==> src/rtl/irqc_pkg.sv <==
package irqc_pkg;
  localparam int NSRC     = 5;
  localparam int DW       = 8;
  localparam int VW       = 16;
  localparam int EA_BIT   = 7;
  localparam int VEC_BASE = 3;
  localparam int VEC_STEP = 8;
  localparam int NLVL     = 2;
  localparam int LVL_LO   = 0;
  localparam int LVL_HI   = 1;

  function automatic logic [VW-1:0] vec_of(input int idx);
    return VW'(VEC_BASE + VEC_STEP * idx);
  endfunction
endpackage

==> src/rtl/irqc_regs.sv <==
module irqc_regs
  import irqc_pkg::*;
#(
  parameter int P_DW     = DW,
  parameter int P_NSRC   = NSRC,
  parameter int P_EA_BIT = EA_BIT
) (
  input  logic              clk,
  input  logic              rst_n,
  input  logic              wr,
  input  logic              addr,
  input  logic [P_DW-1:0]   wdata,
  output logic [P_DW-1:0]   rdata,
  output logic              ea,
  output logic [P_NSRC-1:0] src_en,
  output logic [P_NSRC-1:0] src_hi
);
  localparam logic [P_DW-1:0] SRC_MASK = P_DW'((1 << P_NSRC) - 1);
  localparam logic [P_DW-1:0] EN_MASK  = SRC_MASK | P_DW'(1 << P_EA_BIT);
  localparam logic [P_DW-1:0] PRI_MASK = SRC_MASK;

  logic [P_DW-1:0] en_q;
  logic [P_DW-1:0] pri_q;

  always_ff @(posedge clk or negedge rst_n) begin
    if (!rst_n) begin
      en_q  <= '0;
      pri_q <= '0;
    end else if (wr) begin
      if (addr) pri_q <= wdata & PRI_MASK;
      else      en_q  <= wdata & EN_MASK;
    end
  end

  assign rdata  = addr ? pri_q : en_q;
  assign ea     = en_q[P_EA_BIT];
  assign src_en = en_q[P_NSRC-1:0];
  assign src_hi = pri_q[P_NSRC-1:0];

  AST_RSV_EN_ZERO: assert property (@(posedge clk) disable iff (!rst_n)
    (wr && !addr) |=> ((en_q & ~EN_MASK) == '0));
  AST_RSV_PRI_ZERO: assert property (@(posedge clk) disable iff (!rst_n)
    (wr && addr) |=> ((pri_q & ~PRI_MASK) == '0));
  AST_REG_HOLD: assert property (@(posedge clk) disable iff (!rst_n)
    !wr |=> ($stable(en_q) && $stable(pri_q)));
endmodule

==> src/rtl/irqc_pick.sv <==
module irqc_pick
  import irqc_pkg::*;
#(
  parameter int P_NSRC = NSRC,
  parameter int P_VW   = VW
) (
  input  logic [P_NSRC-1:0] pend,
  output logic              found,
  output logic [P_VW-1:0]   vector
);
  logic [P_NSRC-1:0] win;

  always_comb begin
    win    = '0;
    vector = '0;
    for (int i = P_NSRC - 1; i >= 0; i--) begin
      if (pend[i]) begin
        win    = '0;
        win[i] = 1'b1;
        vector = vec_of(i);
      end
    end
  end

  assign found = |pend;

  always_comb begin
    AST_ONE_WINNER: assert ($onehot0(win));
    AST_WIN_PENDING: assert ((win & ~pend) == '0);
  end
endmodule

==> src/rtl/irqc_inservice.sv <==
module irqc_inservice (
  input  logic clk,
  input  logic rst_n,
  input  logic take,
  input  logic take_hi,
  input  logic ret,
  output logic isr_hi,
  output logic isr_lo
);
  logic hi_q, lo_q;
  logic clr_hi, clr_lo;

  assign clr_hi = ret & hi_q;
  assign clr_lo = ret & ~hi_q & lo_q;

  always_ff @(posedge clk or negedge rst_n) begin
    if (!rst_n) begin
      hi_q <= 1'b0;
      lo_q <= 1'b0;
    end else begin
      hi_q <= (hi_q & ~clr_hi) | (take & take_hi);
      lo_q <= (lo_q & ~clr_lo) | (take & ~take_hi);
    end
  end

  assign isr_hi = hi_q;
  assign isr_lo = lo_q;

  AST_TAKE_SETS_HI: assert property (@(posedge clk) disable iff (!rst_n)
    (take && take_hi) |=> isr_hi);
  AST_TAKE_SETS_LO: assert property (@(posedge clk) disable iff (!rst_n)
    (take && !take_hi) |=> isr_lo);
  AST_RET_HI_FIRST: assert property (@(posedge clk) disable iff (!rst_n)
    (ret && isr_hi && !take) |=> (!isr_hi && $stable(isr_lo)));
  AST_RET_THEN_LO: assert property (@(posedge clk) disable iff (!rst_n)
    (ret && !isr_hi && !take) |=> !isr_lo);
endmodule

==> src/rtl/prio_irq_ctrl.sv <==
module prio_irq_ctrl
  import irqc_pkg::*;
(
  input  logic            clk,
  input  logic            rst_n,
  input  logic            reg_wr,
  input  logic            reg_addr,
  input  logic [DW-1:0]   reg_wdata,
  output logic [DW-1:0]   reg_rdata,
  input  logic [NSRC-1:0] src_req,
  output logic            irq_valid,
  output logic [VW-1:0]   irq_vector,
  output logic            irq_level,
  input  logic            irq_ack,
  input  logic            irq_reti
);
  logic            ea;
  logic [NSRC-1:0] src_en, src_hi, eligible;
  logic [NSRC-1:0] pend [NLVL];
  logic [NLVL-1:0] found;
  logic [VW-1:0]   lvl_vec [NLVL];
  logic            isr_hi, isr_lo;
  logic            grant_hi, grant_lo, take;

  irqc_regs u_regs (
    .clk(clk), .rst_n(rst_n), .wr(reg_wr), .addr(reg_addr),
    .wdata(reg_wdata), .rdata(reg_rdata),
    .ea(ea), .src_en(src_en), .src_hi(src_hi)
  );

  assign eligible     = src_req & src_en & {NSRC{ea}};
  assign pend[LVL_HI] = eligible & src_hi;
  assign pend[LVL_LO] = eligible & ~src_hi;

  for (genvar lv = 0; lv < NLVL; lv++) begin : g_lvl
    irqc_pick u_pick (
      .pend(pend[lv]), .found(found[lv]), .vector(lvl_vec[lv])
    );
  end

  assign grant_hi = ~isr_hi & found[LVL_HI];
  assign grant_lo = ~isr_hi & ~isr_lo & ~found[LVL_HI] & found[LVL_LO];

  assign irq_valid  = grant_hi | grant_lo;
  assign irq_level  = grant_hi;
  assign irq_vector = grant_hi ? lvl_vec[LVL_HI] :
                      grant_lo ? lvl_vec[LVL_LO] : '0;
  assign take       = irq_valid & irq_ack;

  irqc_inservice u_isr (
    .clk(clk), .rst_n(rst_n), .take(take), .take_hi(irq_level),
    .ret(irq_reti), .isr_hi(isr_hi), .isr_lo(isr_lo)
  );

  AST_EA_OFF_QUIET: assert property (@(posedge clk) disable iff (!rst_n)
    !ea |-> !irq_valid);
  AST_ENABLE_GATES: assert property (@(posedge clk) disable iff (!rst_n)
    irq_valid |-> ((src_req & src_en) != '0));
  AST_LO_ONLY_HI: assert property (@(posedge clk) disable iff (!rst_n)
    (isr_lo && irq_valid) |-> irq_level);
  AST_HI_BUSY_QUIET: assert property (@(posedge clk) disable iff (!rst_n)
    isr_hi |-> !irq_valid);
  AST_NO_LATCH: assert property (@(posedge clk) disable iff (!rst_n)
    irq_valid |-> (src_req != '0));
  AST_IDLE_VEC_ZERO: assert property (@(posedge clk) disable iff (!rst_n)
    !irq_valid |-> (irq_vector == '0));
endmodule

==> config.mk <==
export PLATFORM = sky130hd
export DESIGN_NAME = prio_irq_ctrl
export DESIGN_NICKNAME = d
export VERILOG_FILES = /design/src/rtl/irqc_pkg.sv /design/src/rtl/irqc_regs.sv /design/src/rtl/irqc_pick.sv /design/src/rtl/irqc_inservice.sv /design/src/rtl/prio_irq_ctrl.sv
export SDC_FILE = /design/constraint.sdc
export NUM_CORES = 1
export LEC_CHECK = 0
export BUFFER_PORTS_ARGS = -buffer_cell sky130_fd_sc_hd__buf_2
export CAP_MARGIN = 0
export CORE_MARGIN = 3
export CORE_UTILIZATION = 45
export CTS_BUF_LIST = sky130_fd_sc_hd__clkbuf_16
export DETAILED_ROUTE_END_ITERATION = 16
export PLACE_DENSITY = 0.78
export SYNTH_ARGS = -nofsm -noshare
export SYNTH_HDL_FRONTEND = slang
export SYNTH_SLANG_ARGS = --single-unit
==> constraint.sdc <==
create_clock -name clk -period 2.26 [get_ports clk]
set_clock_uncertainty 0.2 [all_clocks]
set_input_delay 0.226 -clock clk [delete_from_list [all_inputs] [get_ports clk]]
set_output_delay 0.226 -clock clk [all_outputs]
set_load 0.005 [all_outputs]
### Word-level counts from Yosys, hierarchy flattened

Index checks and enable logic that the tools add are counted.

| word-level totals | value |
|---|---|
| word-level logic and storage cells | 48 |
| input port bits | 19 |
| bits in registers | 13 |

| operators by class | value |
|---|---|
| mux-type cells | 13 |
| reduce and logical (&&, ||, !) cells | 4 |
| bitwise operators | 27 |

Operators by type and width:

| kind | number |
|---|---|
| 6-bit two-way mux | 10 |
| 16-bit two-way mux | 2 |
| 5-bit bitwise AND | 4 |
| 1-bit bitwise AND | 12 |
| 5-bit OR reduction | 2 |
| 8-bit two-way mux | 1 |
| 1-bit inverter | 7 |
| 5-bit inverter | 1 |
| 2-bit AND reduction | 2 |
| 1-bit OR | 3 |

### Logic depth before layout (Yosys ltp)

| logic depth | value |
|---|---|
| depth in word-level cells | 11 |
| gate-level depth with buffers | 6 |

### Cells and area by module

A second synthesis with hierarchy kept.

| second synthesis, totals | value |
|---|---|
| cell total of the unflattened synthesis | 168 |
| area total of the unflattened synthesis | 1412.6 um2 |

By module, submodules not included:

| module | seq. area each (um2) | cells each | times used | area each (um2) |
|---|---|---|---|---|
| irqc_regs | 275.3 | 35 | 1 | 540.5 |
| prio_irq_ctrl | 0.0 | 81 | 1 | 493.0 |
| irqc_pick | 0.0 | 22 | 2 | 148.9 |
| irqc_inservice | 50.0 | 8 | 1 | 81.3 |

### Least setup slack after synthesis

Ideal clock, no wire load.

| path | value |
|---|---|
| kind | flip-flop to output port |
| from | reg u_regs.en_q[7] |
| to | out irq_vector[1] |
| cell stages (with the launch flop) | 7 |
| setup slack | 0.477 ns |
| path buffers | 2 |
| required time | 1.834 ns |
| data arrival time | 1.357 ns |
| cells stage by stage | dfrtp_1 > buf_6 > and4_4 > a41oi_2 > a31oi_2 > o21bai_1 > buf_4 |

RTL lines:

| item | line | RTL |
|---|---|---|
| start, declared | irqc_regs.sv:22 | `logic [P_DW-1:0] en_q;` |
| start signal, assigned | irqc_regs.sv:31 | `else en_q <= wdata & EN_MASK;` |
| 5-bit bitwise AND | prio_irq_ctrl.sv:31 | `assign eligible = src_req & src_en & {NSRC{ea}};` |
| 5-bit bitwise AND | prio_irq_ctrl.sv:32 | `assign pend[LVL_HI] = eligible & src_hi;` |
| 5-bit OR reduction | irqc_pick.sv:25 | `assign found = \|pend;` |
| 1-bit bitwise AND | prio_irq_ctrl.sv:41 | `assign grant_hi = ~isr_hi & found[LVL_HI];` |
| via irq_level | prio_irq_ctrl.sv:13 | `output logic irq_level,` |
| 16-bit two-way mux | prio_irq_ctrl.sv:46 | `assign irq_vector = grant_hi ? lvl_vec[LVL_HI] :` |
| end, declared | prio_irq_ctrl.sv:12 | `output logic [VW-1:0] irq_vector,` |

The timed path passes the listed nets, and every way through them passes these cells.

### Worst setup path in the final report

| path | value |
|---|---|
| from | reg u_regs.en_q[7] |
| to | out irq_vector[3] |

| between the ends | value |
|---|---|
| cells in the longest elaborated chain, start to end | 8 |

Ends and longest elaborated chain:

| item | line | RTL |
|---|---|---|
| 5-bit bitwise AND (*) | prio_irq_ctrl.sv:31 |  |
| 5-bit bitwise AND, on equally long branches | prio_irq_ctrl.sv:33, prio_irq_ctrl.sv:32 |  |
| 6-bit two-way mux or 5-bit OR reduction (tied branches) | irqc_pick.sv:17, irqc_pick.sv:25 |  |
| 6-bit two-way mux or 1-bit inverter (tied branches) | irqc_pick.sv:17, prio_irq_ctrl.sv:42 |  |
| 6-bit two-way mux or 1-bit bitwise AND (tied branches) (2 in series) | irqc_pick.sv:17, prio_irq_ctrl.sv:42 |  |
| 16-bit two-way mux | prio_irq_ctrl.sv:47 | `grant_lo ? lvl_vec[LVL_LO] : '0;` |
| 16-bit two-way mux (*) | prio_irq_ctrl.sv:46 |  |

Every way passes the cells marked *; elsewhere a longest branch is shown, timed or not.

==> flow_summary.ini <==
[status]
outcome = complete, no violations

[routing]
drt_first_pass_iters = 5
avgViaCountPerCell = 5.18
drcViolationCount = 0
avgRoutedWirePerCell_um = 14.2
drt_iter0_drc = 11
drtAntennaViolNets = 0
routed_wl_um = 2030
via_count = 741

[placement]
io_buffers = 29
gp_congestion = 0.831
placed_cell_area_um2 = 1030
place_inst = 137
hpwl_um = 1440

[clock_network]
cts_buffers = 3
cts_sinks = 13
cts_tree = yes
clk_latency_ns = 0.24
clk_pin_slew_ns = 0.04
cts_max_path_buffers = 2
h-tree-depth = 1
cts-root-buf = clkbuf_16

[finish]
utilization_pct = 62.8
area_growth_pct = 24.7
fillers = 160
final_cells = 143
drive_gt1_share_pct = 51.7
design_area_um2 = 1150
antenna_cells = 0
nets = 138

[timing]
finalSetupViolations = 0
slew_headroom_pct = 62.7
finalCritPeriodShare_pct = 97.3
min_period_ns = 2.20
hold_viol_final = 0
tightest_slew_ns = 0.558
holdWs_ns = 0.0152
max_freq_mhz = 455
slew_violations = 0
setup_tns_ns = 0

[logic_synthesis]
synth_most_common_cell = mux2_2
synthTopCellsByArea = dfrtp_1, mux2_2, buf_4
synth_top_area_cell = dfrtp_1
yosysWarnings = 0
yosys.area.top_type_share_pct = 35.1
syn_area_per_cell_um2 = 10.6
synth_area_um2 = 926
ys.flop_type = dfrtp_1
synthCells = 87
synth_seq_area_share_pct = 35.1
synthDistinctLibCells = 31
ys_async_sr_fraction_pct = 100
ys_ff_latch = 13
synthTopCellsByCount = mux2_2, buf_4, dfrtp_1
synth_edf_count = 0

[global_routing]
grt.overflow.total = 0
grt_pass1_wl_um = 3100
grt_pass1_vias = 682
grt_max_degree = 14
antenna_found_initial = 0
groute.usage.overall_pct = 16.0

[floorplan]
fp-row-count = 15
fp.dieW_um = 51.4
start_util_pct = 50.3
die_h_um = 51.4
dieArea_um2 = 2640
coreArea_um2 = 1840
ioPinCount = 45

[setup_path]
worstPathCellList = and4_4, a41oi_2, nand3b_4, o41ai_2, buf_2
crit_type = flip-flop to output port
crit_family = compound AO/OA/AOI/OAI gates
critPathMaxFanout = 12
crit_slowest_cell = dfrtp_2
ff2ff_setup_slack_ns = 0.58
worstSetupEndpointType = output port
cp_data_arrival_time_ns = 1.77
critPathLaunchType = flip-flop
cp.buffers_inverters = 1
reg2reg_to = u_isr.isr_lo
worstReg2RegStart = u_regs.en_q[7]
max_stage_delay_ns = 0.49
cp.required_ns = 1.83
reg2reg_depth = 4

[power_and_ir_drop]
p_leak_nw = 0.543
power_density_nw_per_um2 = 818
max-vdd-ir-drop_v = 0.000504

[worst_hold_path]
min_from = reg_wdata[7]
holdPathEnd = u_regs.en_q[7]
min_path_type = input port to flip-flop
whs_path_depth = 2

[run]
cap_viol_max_count = 0
==> routing by layer <==
metal	up-vias	global-route usage [%]	part of all wire, %
li1	354	-	-
met1	343	20.6	43
met2	40	24.8	46
met3	4	3.79	8.9
met4	0	7.86	1.4
met5	-	0	0
==> worst reg2reg max path, stage by stage, from the launching register on <==
cell and delay [ns]:
dfrtp_2 0.49, nand3_1 0.16, o22ai_1 0.31, nor3_1 0.16, o31ai_1 0.25
==> cell usage in the layout (no fill, tap or decap) <==
cell,n
or3b_1,1
clkbuf_16,3
o21ai_0,2
o41ai_2,1
dfrtp_2,1
a41oi_4,1
dlygate4sd3_1,1
nand2_1,4
a31oi_2,1
conb_1,13
buf_4,2
a41oi_2,1
mux2_2,16
o2111a_1,1
nor2b_1,2
o22ai_1,2
and4_4,2
a22o_1,1
nor3_1,2
nor2_1,3
o21bai_1,2
o32a_1,1
buf_2,29
nor3b_1,1
or2_2,1
a21oi_1,1
and3_4,1
o31ai_1,1
o31ai_2,1
inv_1,2
dfrtp_1,12
nand3_1,5
nand3b_4,1
==> how the worst max path moves through the flow <==
stage	endpoint	cells after the start	startpoint
detailed placement	irq_vector[3]	5	u_regs.en_q[7]
global placement	irq_vector[3]	5	u_regs.en_q[7]
global route	irq_vector[3]	5	u_regs.en_q[7]
floorplan	irq_vector[1]	6	u_regs.en_q[7]
finish	irq_vector[3]	5	u_regs.en_q[7]
CTS	irq_vector[3]	5	u_regs.en_q[7]
==> where the power goes <==
group | total (W) | internal, W | switching (W)
Sequential | 0.000334 | 0.000273 | 0.0000609
Clock | 0.000329 | 0.000233 | 0.0000957
Combinational | 0.000282 | 0.000159 | 0.000123
Total | 0.000945 | 0.000665 | 0.000280
==> kinds of logic (layout without fill, tap and decap cells) <==
kind of cell           count (synthesis)  in the layout  share of synthesized area, %
other                                  1             13                         0.405
flip-flops                            13             13                          35.1
AO/OA/AOI/OAI                         16             16                          16.1
multiplexers                          16             16                          19.5
buffers and inverters                 18             37                          13.9
AND/OR/NAND/NOR                       23             23                          15.0
==> repair_timing <==
action,in CTS,in global routing
hold buffers,1,0
pin swaps,0,0
resized for setup,1,4
buffers inserted,0,1
setup endpoints to repair,1,2
hold endpoints to repair,13,0
==> final cells by class <==
| type | instances | area, um^2 | area share (%) |
|---|---|---|---|
| Multi-Input combinational cell | 68 | 544 | 47.1 |
| Clock inverter | 1 | 3.75 | 0.325 |
| Inverter | 1 | 3.75 | 0.325 |
| Sequential cell | 13 | 327 | 28.3 |
| Timing Repair Buffer | 32 | 170 | 14.7 |
| Tap cell | 25 | 31.3 | 2.71 |
| Clock buffer | 3 | 75.1 | 6.50 |
==> sequential cells by signal (all words and copies together), names as in the netlist <==
| name | cells |
|---|---|
| u_isr.isr_hi | 1 |
| u_isr.isr_lo | 1 |
| u_regs.en_q | 6 |
| u_regs.pri_q | 5 |
==> metrics by stage <==
stage,setup slack (ns),total power (W)
after floorplan,0.477,0.000515
after global placement,0.247,0.000584
after detailed placement,0.229,0.000591
after CTS,0.0309,0.000926
after global routing,-0.00950,0.000994
final,0.0603,0.000945
(Power assumes the default switching activity.)
